`config.mk`:
```
export PLATFORM = sky130hd
export DESIGN_NAME = cs_window_decoder
export DESIGN_NICKNAME = d
export VERILOG_FILES = /design/src/rtl/cs_window_decoder.sv
export SDC_FILE = /design/constraint.sdc
export NUM_CORES = 1
export LEC_CHECK = 0
export ABC_AREA = 1
export BUFFER_PORTS_ARGS = -buffer_cell sky130_fd_sc_hd__buf_2
export CORE_MARGIN = 3
export CORE_UTILIZATION = 55
export CTS_BUF_LIST = sky130_fd_sc_hd__clkbuf_4 sky130_fd_sc_hd__clkbuf_8 sky130_fd_sc_hd__clkbuf_16
export DETAILED_ROUTE_END_ITERATION = 8
export PLACE_DENSITY_LB_ADDON = 0.3
export SYNTH_ARGS = -nofsm -noshare
export SYNTH_HDL_FRONTEND = slang
export SYNTH_SLANG_ARGS = --single-unit
```
`constraint.sdc`:
```
create_clock -name clk -period 1.6 [get_ports clk]
set_input_delay 0.32 -clock clk [delete_from_list [all_inputs] [get_ports clk]]
set_output_delay 0.32 -clock clk [all_outputs]
set_load 0.005 [all_outputs]
```
`src/rtl/cs_window_decoder.sv`:
```
module cs_window_decoder #(
  parameter int NUM_CS = 8,
  parameter int ADDR_W = 40
) (
  input  logic                                   clk,
  input  logic                                   rst_n,
  input  logic                                   cfg_we,
  input  logic [((NUM_CS/2)>1 ? $clog2(NUM_CS/2) : 1)-1:0] cfg_idx,
  input  logic [31:0]                            cfg_wdata,
  input  logic [ADDR_W-1:0]                      addr,
  input  logic                                   addr_vld,
  output logic [NUM_CS-1:0]                      cs_sel,
  output logic                                   no_hit
);
  localparam int NUM_REGS = NUM_CS / 2;
  localparam int IDX_W    = NUM_REGS > 1 ? $clog2(NUM_REGS) : 1;
  localparam int WIN_LO   = 24;

  logic [7:0]        match_q [NUM_CS];
  logic [7:0]        mask_q  [NUM_CS];
  logic [NUM_CS-1:0] hit, grant;
  logic [7:0]        win;
  logic              upper_zero;
  logic              unused_low;

  assign win        = addr[WIN_LO+7:WIN_LO];
  assign upper_zero = (addr[ADDR_W-1:WIN_LO+8] == '0);
  assign unused_low = ^addr[WIN_LO-1:0];

  for (genvar k = 0; k < NUM_REGS; k++) begin : g_reg
    always_ff @(posedge clk or negedge rst_n) begin
      if (!rst_n) begin
        match_q[2*k]   <= 8'hFF;
        mask_q[2*k]    <= 8'hFF;
        match_q[2*k+1] <= 8'hFF;
        mask_q[2*k+1]  <= 8'hFF;
      end else if (cfg_we && cfg_idx == IDX_W'(k)) begin
        match_q[2*k]   <= cfg_wdata[31:24];
        mask_q[2*k]    <= cfg_wdata[23:16];
        match_q[2*k+1] <= cfg_wdata[15:8];
        mask_q[2*k+1]  <= cfg_wdata[7:0];
      end
    end
  end

  for (genvar i = 0; i < NUM_CS; i++) begin : g_hit
    assign hit[i] = upper_zero && (((win ^ match_q[i]) & mask_q[i]) == 8'h00);
  end

  assign grant = hit & (~hit + NUM_CS'(1));

  always_ff @(posedge clk or negedge rst_n) begin
    if (!rst_n) begin
      cs_sel <= '0;
      no_hit <= 1'b0;
    end else begin
      cs_sel <= addr_vld ? grant : '0;
      no_hit <= addr_vld && (hit == '0);
    end
  end
endmodule


```
; After elaboration in Yosys (flattened, before gate mapping)
; Cells that the tools add are included.
[totals]
elab_cells = 65
ff_bits = 137
[classes]
add_sub_neg = 1
reduce_logical = 24
bitwise_logic = 18
mux = 1
eq_ne = 3
[ops]
columns = op, count
row1 = $logic_not A8 Y1, 10
row2 = $and A8 B8 Y8, 9
row3 = $xor A8 B8 Y8, 8
row4 = $logic_and A1 B1 Y1, 13
row5 = $add A8 B1 Y8 const B, 1
row6 = $mux W8, 1
row7 = $not A8 Y8, 1
row8 = $eq A2 B2 Y1 const B, 2
row9 = $eq A2 B1 Y1 const B, 1
row10 = $logic_not A2 Y1, 1

; Logic depth before layout (Yosys ltp)
; Gate-level depths: netlist (run 1).
[logic_depth]
ltp_word = 8
ltp_mapped = 11
mapped_depth_nobuf = 10

; Worst setup path after synthesis (run 1)
; OpenSTA, ideal clock, no wires.
[synth_path]
path_type = input to register
start = input port addr[29]
end = register cs_sel[4]
setup_ns = 0.117
n_path_buf = 1
path_slack_ns = 0.322
required_time_ns = 1.483
path_stages = 10
arrival_time_ns = 1.160
cell_sequence = buf_6 > or2_1 > nand3_1 > nand2_1 > nor2_1 > nand3_1 > nand2_1 > inv_2 > nand2_2 > nor2_1
[synth_between]
elab_chain_cells = 8
elab_cells_between_ends = 24
classes_between = 1 x add/sub / 1 x mux / 12 x bitwise / 10 x reduce/logical
[synth_rtl]
columns = element, line_no
row1 = "start, declared", 10  ; input logic [ADDR_W-1:0] addr,
row2 = $xor A8 B8 Y8, 47  ; assign hit[i] = upper_zero && (((win ^ match_q[i]) & mask_q[i]) == 8'h00);
row3 = $and A8 B8 Y8, 47
row4 = $logic_not A8 Y1, 47
row5 = $logic_and A1 B1 Y1, 47
row6 = $not A8 Y8, 50  ; assign grant = hit & (~hit + NUM_CS'(1));
row7 = $add A8 B1 Y8, 50
row8 = $and A8 B8 Y8 (*), 50
row9 = $mux W8 (*), 57  ; cs_sel <= addr_vld ? grant : '0;
row10 = "end signal, assigned", 57
row11 = "end, declared", 12  ; output logic [NUM_CS-1:0] cs_sel,
; Every way passes the cells marked *; elsewhere a longest branch is shown, timed or not.
; A chain may end at the register's enable or synchronous reset.

; Final worst setup path (run 1)
[layout_path]
start = register match_q[47] (netlist bit)
end = register cs_sel[5]
[layout_between]
elab_chain_cells = 8
[layout_rtl]
columns = element, line_no
row1 = "start, declared", 19  ; logic [7:0] match_q [NUM_CS];
row2 = "start signal, assigned by index", 38  ; match_q[2*k] <= cfg_wdata[31:24];
row3 = "start signal, assigned by index", 40  ; match_q[2*k+1] <= cfg_wdata[15:8];
row4 = $xor A8 B8 Y8, 47
row5 = $and A8 B8 Y8, 47
row6 = $logic_not A8 Y1, 47
row7 = $logic_and A1 B1 Y1, 47
row8 = $not A8 Y8, 50
row9 = $add A8 B1 Y8, 50
row10 = $and A8 B8 Y8, 50
row11 = $mux W8, 57
; Every way passes these cells.

==> results of run 1 <==
-- cell families after synthesis --
family                 Yosys count  share of synthesized area, %
flip-flops                     137                          55.4
AND/OR/NAND/NOR                410                          26.1
AO/OA/AOI/OAI                  136                          10.5
buffers and inverters          130                          8.07
-- tightest hold or removal path: cells and delay by family --
| kind | cells | cell delay [ns] |
|---|---|---|
| buffers and inverters | 1 | 0.12 |
| and+or+nand+nor | 2 | 0.10 |
-- state kept, by name, indices dropped and copies added, names as in the netlist --
name / cells
cs_sel: 8
mask_q: 64
match_q: 64
no_hit: 1
-- stage by stage --
step,hold WS (ns),worst slack [ns],instances,power [uW],TNS [ns]
after global placement,0.346,0.0104,1007,6040,0
after detailed placement,0.347,-0.0304,1007,6140,-0.0837
final,0.164,0.101,1039,9800,0
after global routing,0.170,-0.00593,1039,10300,-0.00753
after floorplan,0.0244,0.322,813,5610,0
after CTS,0.144,0.0492,1039,9840,0
-- cell usage in the layout (no fill, tap or decap), types with 7 or more instances in the layout --
cell,Yosys,layout
inv_1,92,92
nand2_1,275,272
nor2_1,54,51
dfstp_2,128,128
nand3_1,58,54
nand3_2,3,7
buf_4,5,16
clkbuf_16,0,17
o21ai_0,131,130
buf_2,1,61
dfrtp_1,9,9
-- metal layers --
| layer | wire length [um] | part of all wire (%) | vias to the layer above |
|---|---|---|---|
| met1 | 6190 | 43 | 2519 |
| met5 | 0 | 0 | - |
| met4 | 337 | 2.3 | 0 |
| met2 | 7050 | 48 | 175 |
| li1 | - | - | 2677 |
| met3 | 960 | 6.6 | 28 |
-- timing repair --
item                                   in CTS  in global routing
setup endpoints to repair                   0                  6
endpoints found under the hold margin       9                  0
hold buffers                                1                  0
gates resized for setup                     0                  7
-- report_power, final --
group / internal [uW] / switching (uW) / total [uW]
Clock: 2320 / 1350 / 3670
Combinational: 557 / 865 / 1420
Sequential: 4370 / 343 / 4710
Total: 7250 / 2560 / 9800
-- final timing paths --
path                               end  slack [ns]   startpoint
max                          cs_sel[5]        0.10  match_q[47]
min                          cs_sel[1]        0.16     addr_vld
max reg2reg                  cs_sel[5]        0.10  match_q[47]
min reg2reg                 mask_q[19]        0.49   mask_q[19]
max in group asynchronous  match_q[29]        0.69        rst_n
min in group asynchronous    cs_sel[6]        0.47        rst_n
-- cell type report --
cell class / instances / area [um2]
timing repair buffer: 84 / 556
sequential: 137 / 3590
fill: 909 / 3810
inverter: 98 / 368
multi-input combinational: 546 / 2400
tap: 143 / 179
clock buffer: 29 / 553
clock inverter: 2 / 10.0
==> flow_summary.ini, run 1 <==
[setup_path]
critical_path.top_delay_family = simple AND/OR/NAND/NOR gates
cp_slowest_cell = dfstp_2
worstPathRequired_ns = 1.90
critPathCaptureType = flip-flop
cp_max_fo = 3
r2r_cells = 9
arrival_ns = 1.80
start_kind = flip-flop
path_cells = or2_2, nand3_1, nand2_1, nor2_2, nand3_2, nand2_2, inv_2, nand2_2, nor2_1
crit_top_cell = nand2_2
critical_path_class = flip-flop to flip-flop
cp_num_buf_inv = 1
slowest_delay_ns = 0.37
cp.depth = 9

[yosys]
synth_edf_count = 0
synth_common_cells = 275 x nand2_1, 131 x o21ai_0, 128 x dfstp_2, 92 x inv_1, 58 x nand3_1
ys_seq_area_share_pct = 55.4
synthArstFlopShare_pct = 100
ys_ff_latch = 137
yosysMostFrequentCell = nand2_1
syn-num-nets = 891
synth.avg_cell_area_um2 = 7.97
netlist_instances = 813
synthTopCellsByArea = dfstp_2 52%, nand2_1 16%, o21ai_0 10%
synth_flop_cell = dfstp_2
synth_top_area_share_pct = 51.9
synth_area_um2 = 6480
synth_cell_types = 24
synth.largest_area_cell = dfstp_2
yosysWarnings = 0

[layout]
finalNetCount = 962
area_delta_synth_final_pct = 18.2
post_route_cells_drive_above_1_share_pct = 30.4
diodes = 0
post-route-util_pct = 66.8
final_area_um2 = 7660

[clocking]
clk_latency_ns = 0.42
root_buffer = clkbuf_16
tritoncts = done
h-tree-depth = 4
post_cts_buffers = 0
cts.sinks = 137
cts.clk_slew.worst_paths_ns = 0.06
cts_buffer_depth = 2
numCtsBuffers = 17

[placed_design]
port_buffers = 62
dp_hpwl_um = 9880
place_area_um2 = 7070
gp_congestion = 0.840

[timing]
skew_ns = 0.0109
fin_crit_sh_pct = 93.7
fmax_mhz = 667
max_slew_margin_pct = 61.4
tightest_slew_ns = 0.578
finalHoldViolations = 0
setup_violations = 0
post-route-min-period_ns = 1.50
drv_slew = 0

[global_routing]
grt-busiest-layer = met2
track_usage_pct = 23.9
grt_pass1_wl_um = 24600
grt_util_met2_pct = 38.5
grt_max_degree = 65
antenna_found_initial = 0
grt_pass1_vias = 5189
grt_util_met1_pct = 31.4
use_met3_pct = 5.76
overflow = 0

[die]
die_w_um = 115
core_area_um2 = 11500
start_util_pct = 56.5
die_h_um = 115
die_area_um2 = 13100
rows = 39
ios = 87

[route]
wl_per_cell_um = 14.0
postRouteAntennaNets = 0
vias = 5399
postRouteWirelength_um = 14500
dr.pass1.iters = 5
drt_iter0_drc = 388
drc_errors = 0
vias_per_cell = 5.20

[hold_path]
hold_depth = 3
worstHoldPathType = primary input to flip-flop

[job]
maxCapViolCount = 0

[pwr]
p_leak_uw = 0.00375
p_per_area_nw_per_um2 = 1280
irDropWorstVdd_mv = 0.801

[run_status]
status = finished, final reports clean
Power figures use the tool's default switching activity.
==> inputs of run 2 (changes only) <==
- ABC_AREA: 1 -> unset
- CAP_MARGIN: unset -> 10
==> run 2 against run 1 <==
Critical path depth decreased by 3. Cell area increased by 2.5%. The run now ends with negative setup slack left. First-iteration DRC count decreased by 64%. Count of clock-buffer cells in the layout decreased by 10. Global-route usage decreased by 1.4 points. Highest routed layer unchanged. Setup slack got worse by 0.21 ns. Clock skew decreased by 0.0014 ns. Non-clock buffer count increased by 14. Routed wire length decreased by 7.0%.
==> flow_summary.ini, run 2 <==
[global_routing]
grt_pass1_wl_um = 21800
antenna_found_initial = 0
track_usage_pct = 22.5
overflow = 0
grt_pass1_vias = 4078
grt_max_degree = 33

[pwr]
p_per_area_nw_per_um2 = 1400
seqPwrFrac_pct = 45.1
irDropWorstVdd_mv = 0.948
p_int_uw = 8320
power_uw = 11000
p_leak_uw = 0.00326
share_comb_of_total_power_pct = 16.4
swShare_pct = 24.4
clock_power_share_pct = 38.4
switchingPower_uw = 2690

[setup_path]
cp_max_fo = 3
r2r-end = no_hit
worstPathRequired_ns = 1.93
path_cells = xor2_1, a22oi_2, nand4_1, nor2_4, nor4_4, nor3b_2
arrival_ns = 2.04
rrSetupSlack_ns = -0.11
r2r_cells = 6
critical_path_class = flip-flop to flip-flop
critPathCaptureType = flip-flop
cp_slowest_cell = dfstp_2
r2r-start = match_q[33]
start_kind = flip-flop
slowest_delay_ns = 0.53

[route]
vias = 3709
postRouteAntennaNets = 0
wl_per_cell_um = 20.4
drc_errors = 0
drt_iter0_drc = 139
vias_per_cell = 5.59
dr.pass1.iters = 4
postRouteWirelength_um = 13500

[yosys]
yosys.area_share.simple_pct = 3.46
synth_top_family_by_area = multiplexers
synth_edf_count = 0
synthTopCellsByArea = dfstp_2 54%, mux2_2 15%, xor2_1 8.7%
syn-num-nets = 494
synth_top_area_share_pct = 54.0
yosysMostFrequentCell = dfstp_2
ys_seq_area_share_pct = 57.6
synth_compound_area_share_pct = 4.26
synth-xor-area-share_pct = 9.24
synth.largest_area_cell = dfstp_2
synth_common_cells = 128 x dfstp_2, 83 x mux2_2, 62 x xor2_1, 45 x mux2_1, 28 x a22oi_1
netlist_instances = 416
synth.avg_cell_area_um2 = 15.0
synth_mux_area_share_pct = 23.1
synth_cell_types = 33
synth_flop_cell = dfstp_2
synth_area_um2 = 6230
yosysWarnings = 0
synthArstFlopShare_pct = 100
ys_ff_latch = 137
synthAdderAreaFrac_pct = 0

[timing]
finalHoldViolations = 0
setup_violations = 8
fin_crit_sh_pct = 107
worst_slack_ns = -0.111
rsz0062_at_grt = yes
drv_slew = 0
setup_tns_ns = -0.628
max_slew_margin_pct = 72.0
tightest_slew_ns = 0.419
post-route-min-period_ns = 1.71
fmax_mhz = 585
skew_ns = 0.00954

[placed_design]
gp_congestion = 0.751
dp_hpwl_um = 8950
dp_cells = 632
port_buffers = 62

[job]
maxCapViolCount = 0

[die]
core_area_um2 = 10900
die_h_um = 112
rows = 38
ios = 87
die_area_um2 = 12600
die_w_um = 112
start_util_pct = 57.0

[layout]
finalNetCount = 590
final_common_cell = dfstp_2
largestRegisters = mask_q (64), match_q (64), cs_sel (8)
area_delta_synth_final_pct = 26.0
post_route_cells_drive_above_1_share_pct = 73.0
post-route-util_pct = 71.8
final_cell_mix = 128 x dfstp_2, 83 x mux2_2, 61 x buf_2
finalNonFillerCells = 663
diodes = 0

[clocking]
cts.clk_slew.worst_paths_ns = 0.06
clk_latency_ns = 0.41
cts_buffer_depth = 2
cts.sinks = 137
h-tree-depth = 4
numCtsBuffers = 17
tritoncts = done
root_buffer = clkbuf_16

[hold_path]
worstHoldPathType = primary input to asynchronous set/reset pin

[run_status]
violations = negative setup slack
status = finished, violations left
==> run 2: logic make-up (layout without fill, tap and decap cells) <==
| group | count (synthesis) | count (layout) |
|---|---|---|
| DFF | 137 | 137 |
| muxes | 128 | 128 |
| xor gates and xnor gates | 64 | 64 |
| AOI/OAI and AO/OA | 35 | 35 |
| and+or+nand+nor | 30 | 30 |
| buffers and inverters | 22 | 129 |
==> run 2: critical path, delay by kind of cell, from the launching register on <==
family | cells | cell delay [ns]
and+or+nand+nor | 4 | 0.81
xor gates and xnor gates | 1 | 0.17
AOI/OAI and AO/OA | 1 | 0.11
DFF | 1 | 0.53
==> run 2: power by group through the flow <==
stage | sequential (uW) | combinational [uW] | clock (uW)
finish | 4970 | 1810 | 4230
global route | 5050 | 1960 | 4460
CTS | 4940 | 1770 | 4280
detailed placement | 4950 | 1640 | 0
global placement | 4910 | 1580 | 0
floorplan | 4830 | 1090 | 0
==> run 2: cell type report <==
cell class                      instances  area [um2]
Clock buffer                           19         447
Sequential cell                       137        3590
Tap cell                              140         175
Fill cell                             704        3090
Clock inverter                         11         196
Inverter                                1        3.75
Multi-Input combinational cell        257        2740
Timing Repair Buffer                   98         699
==> run 2: what timing repair did <==
| action | in CTS | in global routing |
|---|---|---|
| hold buffers | 0 | 0 |
| pin swaps | 11 | 10 |
| resized for setup | 23 | 18 |
| gates cloned | 0 | 0 |
| setup buffers | 1 | 2 |
| endpoints found under the setup margin | 8 | 9 |
==> run 2: through the flow <==
stage | setup WS (ns) | hold slack (ns) | cell area (um2)
2_1_floorplan | 0.0951 | 0.0244 | 6230
3_3_place_gp | -0.224 | 0.500 | 6960
3_5_place_dp | -0.247 | 0.506 | 6960
4_1_cts | -0.127 | 0.0686 | 7740
5_1_grt | -0.208 | 0.0946 | 7850
6_report | -0.111 | 0.0751 | 7850
==> run 2: routing by layer <==
metal | up-vias | part of all wire [%] | global-route usage (%)
li1 | 1679 | - | -
met1 | 1941 | 43 | 29.2
met2 | 70 | 52 | 38.3
met3 | 19 | 3.3 | 4.42
met4 | 0 | 1.7 | 7.13
met5 | - | 0 | 0
==> run 2: how the worst max path moves through the flow <==
stage / slack [ns] / end / depth (start not counted) / startpoint
6_report: -0.11 / no_hit / 6 / match_q[33]
5_1_grt: -0.21 / cs_sel[5] / 6 / match_q[62]
4_1_cts: -0.13 / no_hit / 6 / match_q[60]
3_5_place_dp: -0.25 / cs_sel[4] / 7 / addr[31]
3_3_place_gp: -0.22 / no_hit / 7 / addr[31]
2_1_floorplan: 0.1 / cs_sel[7] / 6 / addr[29]
==> inputs of run 3 (changes only) <==
- clock period: 1.6 -> 2 ns (I/O delays scaled with it)
==> run 3 against run 2 <==
The flow now finishes without violations. Count of clock-buffer cells in the layout up 11. Setup slack better by 0.30 ns. Combinational power decreased by 33%. Hold slack better by 0.12 ns. Core utilization is 5.1 points lower. Highest routed layer unchanged. Routed wire length down 9.1%. Largest power group unchanged. Critical endpoint unchanged.
==> flow_summary.ini, run 3 (synthesis gave the netlist of run 2 again) <==
[setup_path]
critPathCaptureType = flip-flop
critical_path_class = flip-flop to flip-flop
start_kind = flip-flop
cp_max_fo = 5
arrival_ns = 2.15
worstPathRequired_ns = 2.34

[die]
die_w_um = 112
core_area_um2 = 10900
die_area_um2 = 12600
ios = 87
start_util_pct = 57.0
die_h_um = 112
rows = 38

[timing]
setup_tns_ns = 0
tightest_slew_ns = 0.404
rsz0062_at_grt = no
fin_crit_sh_pct = 90.3
fmax_mhz = 554
setup_violations = 0
max_slew_margin_pct = 73.1
drv_slew = 0
post-route-min-period_ns = 1.81
finalHoldViolations = 0
skew_ns = 0.0127
worst_hold_slack_ns = 0.193

[hold_path]
worstHoldPathType = primary input to asynchronous set/reset pin

[placed_design]
dp_cells = 604
gp_congestion = 0.737
dp_hpwl_um = 8660
port_buffers = 62

[clocking]
hold_buffers = 0
cts.clk_slew.worst_paths_ns = 0.05
post_cts_buffers = 0
root_buffer = clkbuf_16
ctsResizeCount = 0
cts_buffer_depth = 2
clk_latency_ns = 0.42
tritoncts = done
numCtsBuffers = 17
h-tree-depth = 4
cts.sinks = 137

[layout]
largestRegisters = mask_q (64), match_q (64), cs_sel (8)
post_route_cells_drive_above_1_share_pct = 64.9
final_cell_mix = 128 x dfstp_2, 83 x mux2_2, 62 x xor2_1
diodes = 0
post-route-util_pct = 66.6
finalNonFillerCells = 636
area_delta_synth_final_pct = 17.0
finalNetCount = 561
final_common_cell = dfstp_2

[route]
postRouteWirelength_um = 12300
postRouteAntennaNets = 0
vias = 3538
vias_per_cell = 5.56
wl_per_cell_um = 19.3
drt_iter0_drc = 157
dr.pass1.iters = 4
drc_errors = 0

[global_routing]
antenna_found_initial = 0
grt_pass1_vias = 3833
overflow = 0
grt_pass1_wl_um = 20200
grt_max_degree = 75
track_usage_pct = 21.3

[run_status]
status = finished, final reports clean

[pwr]
power_uw = 8070
p_per_area_nw_per_um2 = 1110
irDropWorstVdd_mv = 0.684
p_leak_uw = 0.00306

[job]
maxCapViolCount = 0
[run 3: cell count changes in the layout (fill, tap and decap cells not counted), moves of 5 or more]
| cell | previous run | this run |
|---|---|---|
| xor2_1 | 53 | 62 |
| clkbuf_8 | 1 | 7 |
| xor2_2 | 11 | 2 |
| clkbuf_4 | 1 | 6 |
| a22oi_1 | 13 | 28 |
| buf_4 | 27 | 2 |
| bufinv_16 | 5 | 0 |
| a22oi_2 | 15 | 0 |
[run 3: routing by layer]
metal	share of wire, %	up-vias	track usage, %
met3	3.8	20	6.15
li1	-	1640	-
met1	44	1804	27.4
met5	0	-	0
met2	50	74	34.1
met4	2.1	0	8.65
[run 3: layout make-up]
cell class | count | area (um2)
fillers | 778 | 3650
flip-flops and latches | 137 | 3590
multi-input cells | 257 | 2500
clock buffers | 30 | 567
repair buffers | 69 | 440
well taps | 140 | 175
clock inverters | 2 | 10.0
inverters | 1 | 3.75
[run 3: per-stage QoR]
stage                     area [um2]  worst slack (ns)
after floorplan                 6230             0.415
after global placement          6710            0.0812
after detailed placement        6710            0.0344
after CTS                       7290             0.183
after global routing            7290            0.0558
final                           7290             0.194
[run 3: worst paths after layout]
| kind | startpoint | to | slack (ns) | depth (start not counted) |
|---|---|---|---|---|
| worst max-delay path | match_q[63] | no_hit | 0.19 | 6 |
| worst min-delay path | rst_n | match_q[20] | 0.19 | 1 |
| worst max register to register | match_q[63] | no_hit | 0.19 | 6 |
| worst min register to register | mask_q[55] | mask_q[55] | 0.62 | 1 |
| max in group asynchronous | rst_n | mask_q[44] | 1.35 | 2 |
| min in group clk | cfg_wdata[24] | match_q[56] | 0.25 | 2 |
[run 3: report_power, final]
part,switching (uW),internal (uW)
clock,1050,1890
combinational,570,643
sequential,284,3630
[run 3: critical path: stages (launching register included)]
cell	delay [ns]
dfstp_2	0.53
xor2_1	0.22
a22oi_1	0.12
nand4_1	0.15
o21ai_2	0.12
nor4_2	0.37
nor3b_2	0.22
